[config.mk]
export PLATFORM = sky130hd
export DESIGN_NAME = iexec_core
export DESIGN_NICKNAME = d
export VERILOG_FILES = /design/src/rtl/iexec_pkg.sv /design/src/rtl/iexec_decode.sv /design/src/rtl/iexec_alu.sv /design/src/rtl/iexec_regfile.sv /design/src/rtl/iexec_core.sv
export SDC_FILE = /design/constraint.sdc
export NUM_CORES = 2
export LEC_CHECK = 0
export BUFFER_PORTS_ARGS = -buffer_cell sky130_fd_sc_hd__clkbuf_2
export CORE_UTILIZATION = 35
export CTS_BUF_LIST = sky130_fd_sc_hd__clkbuf_8
export CTS_CLUSTER_DIAMETER = 120
export DETAILED_ROUTE_END_ITERATION = 8
export PLACE_DENSITY = 0.6
export SKIP_CTS_REPAIR_TIMING = 1
export SYNTH_ARGS = -nofsm -noshare
export SYNTH_HDL_FRONTEND = slang
export SYNTH_HIERARCHICAL = 1
export SYNTH_SLANG_ARGS = --single-unit
[constraint.sdc]
create_clock -name clk -period 6.1 [get_ports clk]
set_input_delay 0.915 -clock clk [delete_from_list [all_inputs] [get_ports clk]]
set_output_delay 0.915 -clock clk [all_outputs]
set_load 0.1 [all_outputs]
[src/rtl/iexec_pkg.sv]
package iexec_pkg;

  localparam int INSTR_W   = 32;
  localparam int FIELD_W   = 5;
  localparam int IMM_W     = 16;

  localparam logic [5:0] OPC_RTYPE = 6'h00;
  localparam logic [5:0] OPC_ADDI  = 6'h08;
  localparam logic [5:0] OPC_SLTI  = 6'h0A;
  localparam logic [5:0] OPC_ORI   = 6'h0D;
  localparam logic [5:0] OPC_LUI   = 6'h0F;

  localparam logic [5:0] FN_ADD    = 6'h20;
  localparam logic [5:0] FN_SUB    = 6'h22;
  localparam logic [5:0] FN_SLT    = 6'h2A;

  typedef enum logic [2:0] {
    ALU_ADD,
    ALU_SUB,
    ALU_SLT,
    ALU_OR,
    ALU_UPPER
  } alu_sel_e;

  typedef struct packed {
    logic               legal;
    alu_sel_e           sel;
    logic               use_imm;
    logic               zext_imm;
    logic [FIELD_W-1:0] src_a;
    logic [FIELD_W-1:0] src_b;
    logic [FIELD_W-1:0] dest;
    logic [IMM_W-1:0]   imm;
  } dec_t;

endpackage

[src/rtl/iexec_decode.sv]
module iexec_decode
  import iexec_pkg::*;
(
  input  logic [INSTR_W-1:0] word,
  output dec_t               dec
);

  logic [5:0] opc;
  logic [5:0] fn;

  assign opc = word[31:26];
  assign fn  = word[5:0];

  always_comb begin
    dec          = '0;
    dec.src_a    = word[25:21];
    dec.src_b    = word[20:16];
    dec.imm      = word[15:0];
    dec.dest     = word[20:16];
    dec.sel      = ALU_ADD;
    unique case (opc)
      OPC_RTYPE: begin
        dec.dest = word[15:11];
        unique case (fn)
          FN_ADD:  begin dec.legal = 1'b1; dec.sel = ALU_ADD; end
          FN_SUB:  begin dec.legal = 1'b1; dec.sel = ALU_SUB; end
          FN_SLT:  begin dec.legal = 1'b1; dec.sel = ALU_SLT; end
          default: dec.legal = 1'b0;
        endcase
      end
      OPC_ADDI: begin
        dec.legal   = 1'b1;
        dec.sel     = ALU_ADD;
        dec.use_imm = 1'b1;
      end
      OPC_SLTI: begin
        dec.legal   = 1'b1;
        dec.sel     = ALU_SLT;
        dec.use_imm = 1'b1;
      end
      OPC_ORI: begin
        dec.legal    = 1'b1;
        dec.sel      = ALU_OR;
        dec.use_imm  = 1'b1;
        dec.zext_imm = 1'b1;
      end
      OPC_LUI: begin
        dec.legal    = 1'b1;
        dec.sel      = ALU_UPPER;
        dec.use_imm  = 1'b1;
        dec.zext_imm = 1'b1;
      end
      default: dec.legal = 1'b0;
    endcase
  end

endmodule

[src/rtl/iexec_alu.sv]
module iexec_alu
  import iexec_pkg::*;
#(
  parameter int XLEN = 32
) (
  input  alu_sel_e        sel,
  input  logic [XLEN-1:0] opa,
  input  logic [XLEN-1:0] opb,
  output logic [XLEN-1:0] res
);

  localparam int LOW_W = XLEN - IMM_W;

  always_comb begin
    unique case (sel)
      ALU_ADD:   res = opa + opb;
      ALU_SUB:   res = opa - opb;
      ALU_SLT:   res = ($signed(opa) < $signed(opb)) ? XLEN'(1) : '0;
      ALU_OR:    res = opa | opb;
      ALU_UPPER: res = {opb[IMM_W-1:0], {LOW_W{1'b0}}};
      default:   res = '0;
    endcase
  end

endmodule

[src/rtl/iexec_regfile.sv]
module iexec_regfile #(
  parameter int XLEN = 32,
  parameter int NREG = 32
) (
  input  logic                    clk,
  input  logic                    rst,
  input  logic                    wr_en,
  input  logic [$clog2(NREG)-1:0] wr_addr,
  input  logic [XLEN-1:0]         wr_data,
  input  logic [$clog2(NREG)-1:0] ra_addr,
  output logic [XLEN-1:0]         ra_data,
  input  logic [$clog2(NREG)-1:0] rb_addr,
  output logic [XLEN-1:0]         rb_data,
  input  logic [$clog2(NREG)-1:0] dbg_addr,
  output logic [XLEN-1:0]         dbg_data
);

  localparam int AW = $clog2(NREG);

  logic [NREG-1:0][XLEN-1:0] mem;

  for (genvar g = 0; g < NREG; g++) begin : g_entry
    if (g == 0) begin : g_zero
      assign mem[g] = '0;
    end else begin : g_reg
      logic [XLEN-1:0] q;
      always_ff @(posedge clk) begin
        if (rst) begin
          q <= '0;
        end else if (wr_en && wr_addr == AW'(g)) begin
          q <= wr_data;
        end
      end
      assign mem[g] = q;
    end
  end

  assign ra_data = mem[ra_addr];
  assign rb_data = mem[rb_addr];

  always_ff @(posedge clk) begin
    if (rst) begin
      dbg_data <= '0;
    end else begin
      dbg_data <= mem[dbg_addr];
    end
  end

  // a write aimed at entry 0 changes nothing
  a_r4_zero_write_dropped: assert property (@(posedge clk) disable iff (rst)
    (wr_en && wr_addr == '0) |=> $stable(mem));

  // no write enable, no change
  a_r6_idle_holds: assert property (@(posedge clk) disable iff (rst)
    !wr_en |=> $stable(mem));

  // the cycle after a reset edge every entry is zero
  a_r10_reset_clears: assert property (@(posedge clk)
    $past(rst) |-> (mem == '0 && dbg_data == '0));

endmodule

[src/rtl/iexec_core.sv]
module iexec_core
  import iexec_pkg::*;
#(
  parameter int XLEN = 32,
  parameter int NREG = 32
) (
  input  logic                    clk,
  input  logic                    rst,
  input  logic                    instr_valid,
  input  logic [31:0]             instr_word,
  output logic                    illegal_o,
  input  logic [$clog2(NREG)-1:0] dbg_addr,
  output logic [XLEN-1:0]         dbg_data
);

  localparam int AW  = $clog2(NREG);
  localparam int EXT = XLEN - IMM_W;

  dec_t            dec;
  logic [XLEN-1:0] rs_val;
  logic [XLEN-1:0] rt_val;
  logic [XLEN-1:0] imm_ext;
  logic [XLEN-1:0] opb;
  logic [XLEN-1:0] alu_res;
  logic            wr_en;

  iexec_decode u_dec (
    .word (instr_word),
    .dec  (dec)
  );

  assign imm_ext = dec.zext_imm ? {{EXT{1'b0}}, dec.imm}
                                : {{EXT{dec.imm[IMM_W-1]}}, dec.imm};
  assign opb     = dec.use_imm ? imm_ext : rt_val;
  assign wr_en   = instr_valid && dec.legal;

  iexec_alu #(.XLEN(XLEN)) u_alu (
    .sel (dec.sel),
    .opa (rs_val),
    .opb (opb),
    .res (alu_res)
  );

  iexec_regfile #(.XLEN(XLEN), .NREG(NREG)) u_rf (
    .clk      (clk),
    .rst      (rst),
    .wr_en    (wr_en),
    .wr_addr  (dec.dest[AW-1:0]),
    .wr_data  (alu_res),
    .ra_addr  (dec.src_a[AW-1:0]),
    .ra_data  (rs_val),
    .rb_addr  (dec.src_b[AW-1:0]),
    .rb_data  (rt_val),
    .dbg_addr (dbg_addr),
    .dbg_data (dbg_data)
  );

  always_ff @(posedge clk) begin
    if (rst) begin
      illegal_o <= 1'b0;
    end else begin
      illegal_o <= instr_valid && !dec.legal;
    end
  end

  // an accepted unsupported word raises the flag one cycle later
  a_r5_illegal_flag: assert property (@(posedge clk) disable iff (rst)
    (instr_valid && !dec.legal) |=> illegal_o);

  // legal or absent instructions keep the flag low
  a_r5_flag_quiet: assert property (@(posedge clk) disable iff (rst)
    !(instr_valid && !dec.legal) |=> !illegal_o);

  // the upper-half load leaves the low half clear
  a_r7_upper_low_zero: assert property (@(posedge clk) disable iff (rst)
    (dec.legal && dec.sel == ALU_UPPER) |-> alu_res[EXT-1:0] == '0);

  // the compare result is a single bit
  a_r2_compare_bool: assert property (@(posedge clk) disable iff (rst)
    (dec.legal && dec.sel == ALU_SLT) |-> alu_res[XLEN-1:1] == '0);

endmodule

==> flow_metrics.env <==
export IMPL_status="completed"
export IMPL_setup_violations_final=0
export IMPL_cp_max_fo=31
export IMPL_synth_top_area_frac=0.322
export IMPL_start_util=0.352
export IMPL_intPower_mw=11.3
export IMPL_dpl_cell_count=9524
export IMPL_tightest_slew_ps=1490
export IMPL_switching_power_mw=5.39
export IMPL_final_hold_violation_count=0
export IMPL_drcViolationCount=0
export IMPL_cp_start_kind="primary input"
export IMPL_yosys_top_cells_area="dfxtp_1 32%, mux4_2 20%, nand2_1 12%"
export IMPL_io_buffers=72
export IMPL_clkPwrFrac=0.398
export IMPL_clkLatencyLatePin_ps=1000
export IMPL_vias_per_cell=6.60
export IMPL_die_height_um=429
export IMPL_gr_total_overflow=0
export IMPL_clk_pin_slew_worst_paths_ps=80
export IMPL_cp_slowest_stage_delay_ps=710
export IMPL_layout_nets=7470
export IMPL_grt_max_degree=225
export IMPL_htree_levels=4
export IMPL_ant_nets=0
export IMPL_synthesis_nets=7356
export IMPL_min_period_over_period=0.992
export IMPL_io_pins=73
export IMPL_arrival_ps=6880
export IMPL_ys_flop_type="dfxtp_1"
export IMPL_die_x_um=429
export IMPL_yosys_warnings=6
export IMPL_final_cells=9860
export IMPL_grt_usage=0.346
export IMPL_syn2layout_area_growth_pct=16.3
export IMPL_grt_pass1_vias=60000
export IMPL_cts_buffers=177
export IMPL_ff2ff_setup_slack_ps=330
export IMPL_num_rows=156
export IMPL_synth_cells=7219
export IMPL_cts_sinks=1025
export IMPL_cp_slowest_cell="nor2b_1"
export IMPL_dr_pass1_iters=7
export IMPL_leakagePower_nw=25.6
export IMPL_ys_async_sr_fraction=0
export IMPL_place_area_sq_um=70400
export IMPL_ys_seq_area_frac=0.322
export IMPL_ys_ff_latch=1025
export IMPL_cts_root_buffer="clkbuf_8"
export IMPL_syn_area_per_cell_sq_um=8.82
export IMPL_grt_pass1_wl_mm=455
export IMPL_yosysTopAreaCell="dfxtp_1"
export IMPL_r2r_end="u_rf/g_entry[19].g_reg.q[0]"
export IMPL_cts_tree="yes"
export IMPL_synth_edf_count=0
export IMPL_worstPathCellList="clkbuf_2 > nor2b_1 > a22oi_1 > a211oi_1 > inv_1 > ha_1 > fa_1 > o21ba_2 > or4_1 > nand3_2 > nand3_2 > a211oi_1 > buf_4 > nor2_1 > o21bai_1 > a21oi_1 > a2111oi_0 > buf_4 > nor3_2 > buf_12 > nand2_1 > a21oi_1"
export IMPL_clock_skew_ps=71.2
export IMPL_antenna_found_initial=27
export IMPL_power_mw=16.7
export IMPL_wirelength_mm=330
export IMPL_p_sw_frac=0.323
export IMPL_dp_hpwl_mm=206
export IMPL_wl_per_cell_um=33.4
export IMPL_gp_congestion=1.04
export IMPL_period_minus_slack_ps=6050
export IMPL_worst_setup_path_type="in -> reg"
export IMPL_power_density_nw_per_um2=225
export IMPL_dr_first_iter_drc_count=11100
export IMPL_slew_violations=0
export IMPL_fin_util=0.410
export IMPL_die_area_sq_um=184000
export IMPL_drive_gt1_frac=0.258
export IMPL_postLayoutCellArea_sq_um=74100
export IMPL_rsz0062_at_grt="false"
export IMPL_rr_worst_depth=22
export IMPL_r2r_start="u_rf/g_entry[11].g_reg.q[2]"
export IMPL_syn_area_sq_um=63700
export IMPL_ir_worst_vdd_v=0.000163
export IMPL_fmax_ghz=0.165
export IMPL_cp_end_kind="register"
export IMPL_comb_power_share=0.200
export IMPL_vias=65100
export IMPL_cp_required_ps=6930
export IMPL_coreArea_sq_um=181000
export IMPL_min_to="illegal_o"
export IMPL_synth_distinct_cells=92
export IMPL_relSlewSlack=0.00648
export IMPL_clockBufferDepth=3
export IMPL_pwr_share_seq=0.403
export IMPL_worstHoldPathType="in -> reg"
export IMPL_drv_cap=0
export IMPL_whs_path_depth=2
export IMPL_hp_start="instr_valid"
-- cell usage after synthesis (25+ instances only) --
cell	n
nor2_1	63
o31ai_1	27
buf_1	70
nand4_1	25
nand2_1	2056
a21oi_1	1099
buf_2	151
o22ai_1	144
a22oi_1	148
nor3b_1	37
o21ai_0	62
nor2b_1	72
mux2_2	220
inv_1	131
a221o_1	28
buf_4	81
a211o_1	78
a221oi_1	41
clkbuf_1	440
mux2i_1	46
dfxtp_1	1025
o221ai_1	51
xnor2_1	28
mux4_2	561
a211oi_1	103
buf_6	27
ha_1	95
-- flip-flops by register name, indices dropped and copies added (netlist names) --
| name | count |
|---|---|
| u_rf/g_entry.g_reg.q | 992 |
| u_rf/dbg_data | 32 |
| illegal_o | 1 |
-- power by group through the flow --
stage / logic [mW] / clock network, mW / registers, mW
detailed placement: 3.18 / 0 / 6.87
CTS: 3.19 / 6.65 / 6.72
floorplan: 1.60 / 0 / 6.94
finish: 3.33 / 6.63 / 6.72
global route: 3.37 / 6.95 / 6.72
global placement: 3.17 / 0 / 6.87
-- cells in the final DEF, fill, tap and decap left out, types with 28 or more instances in the layout --
cell      instances
dfxtp_1        1025
a221oi_1         41
o21ai_0          61
ha_1             95
inv_1           187
nor2b_1          68
a21oi_1        1099
clkbuf_8        225
nand2_1        2025
mux2i_1          46
buf_4           514
o221ai_1         41
a221o_1          28
mux2_2          220
mux4_2          561
buf_12          130
nor2_1           47
xnor2_1          28
nor3b_1          35
o22ai_1         127
a211o_1          78
a22oi_1         148
clkbuf_2         62
a211oi_1        102
-- worst max-delay path, delay by kind of cell --
kind	cells	cell delay [ps]
adder cells (fa/ha/maj)	2	640
AND/OR/NAND/NOR	7	1640
buffers and inverters	5	1300
AO/OA/AOI/OAI	8	2330
-- area by class of cell --
class | instances | area (sq um)
diodes | 21 | 52.6
clock buffers | 224 | 3080
clock inverters | 91 | 538
fillers | 17800 | 107000
inverters | 133 | 499
multi-input cells | 5282 | 39600
flip-flops and latches | 1025 | 20500
well taps | 2370 | 2970
repair buffers | 714 | 6890
-- routing by layer --
metal	global-route usage	part of all wire
met1	0.421	0.35
met2	0.476	0.40
met3	0.154	0.16
met4	0.256	0.089
met5	0.00963	0.0013
-- worst max path at each step --
stage | start | endpoint | slack [ps]
after floorplan | instr_word[16] | u_rf/g_entry[10].g_reg.q[26] | 390
after detailed placement | instr_word[23] | u_rf/g_entry[19].g_reg.q[0] | -540
after CTS | instr_word[23] | u_rf/g_entry[19].g_reg.q[0] | 460
after global placement | instr_word[23] | u_rf/g_entry[5].g_reg.q[0] | -590
after global routing | instr_word[23] | u_rf/g_entry[16].g_reg.q[0] | 130
final | instr_word[23] | u_rf/g_entry[19].g_reg.q[0] | 50
-- kinds of logic (layout without fill, tap and decap cells) --
kind of cell | Yosys count | after routing | synth area share
xor gates and xnor gates | 31 | 31 | 0.00426
and+or+nand+nor | 2414 | 2414 | 0.156
DFF | 1025 | 1025 | 0.322
other | 0 | 21 | 0
muxes | 855 | 855 | 0.253
buffers and inverters | 912 | 1162 | 0.0662
AOI/OAI and AO/OA | 1885 | 1885 | 0.180
adders and majority gates | 97 | 97 | 0.0193
-- through the flow --
stage | hold slack (ps) | setup slack [ps] | setup TNS (ps)
final | 181 | 51.6 | 0
after CTS | 108 | 461 | 0
after global routing | 181 | 125 | 0
after floorplan | 450 | 388 | 0
after detailed placement | 469 | -542 | -62540
after global placement | 459 | -587 | -65460
No activity file was read; power rests on OpenSTA's default activity.
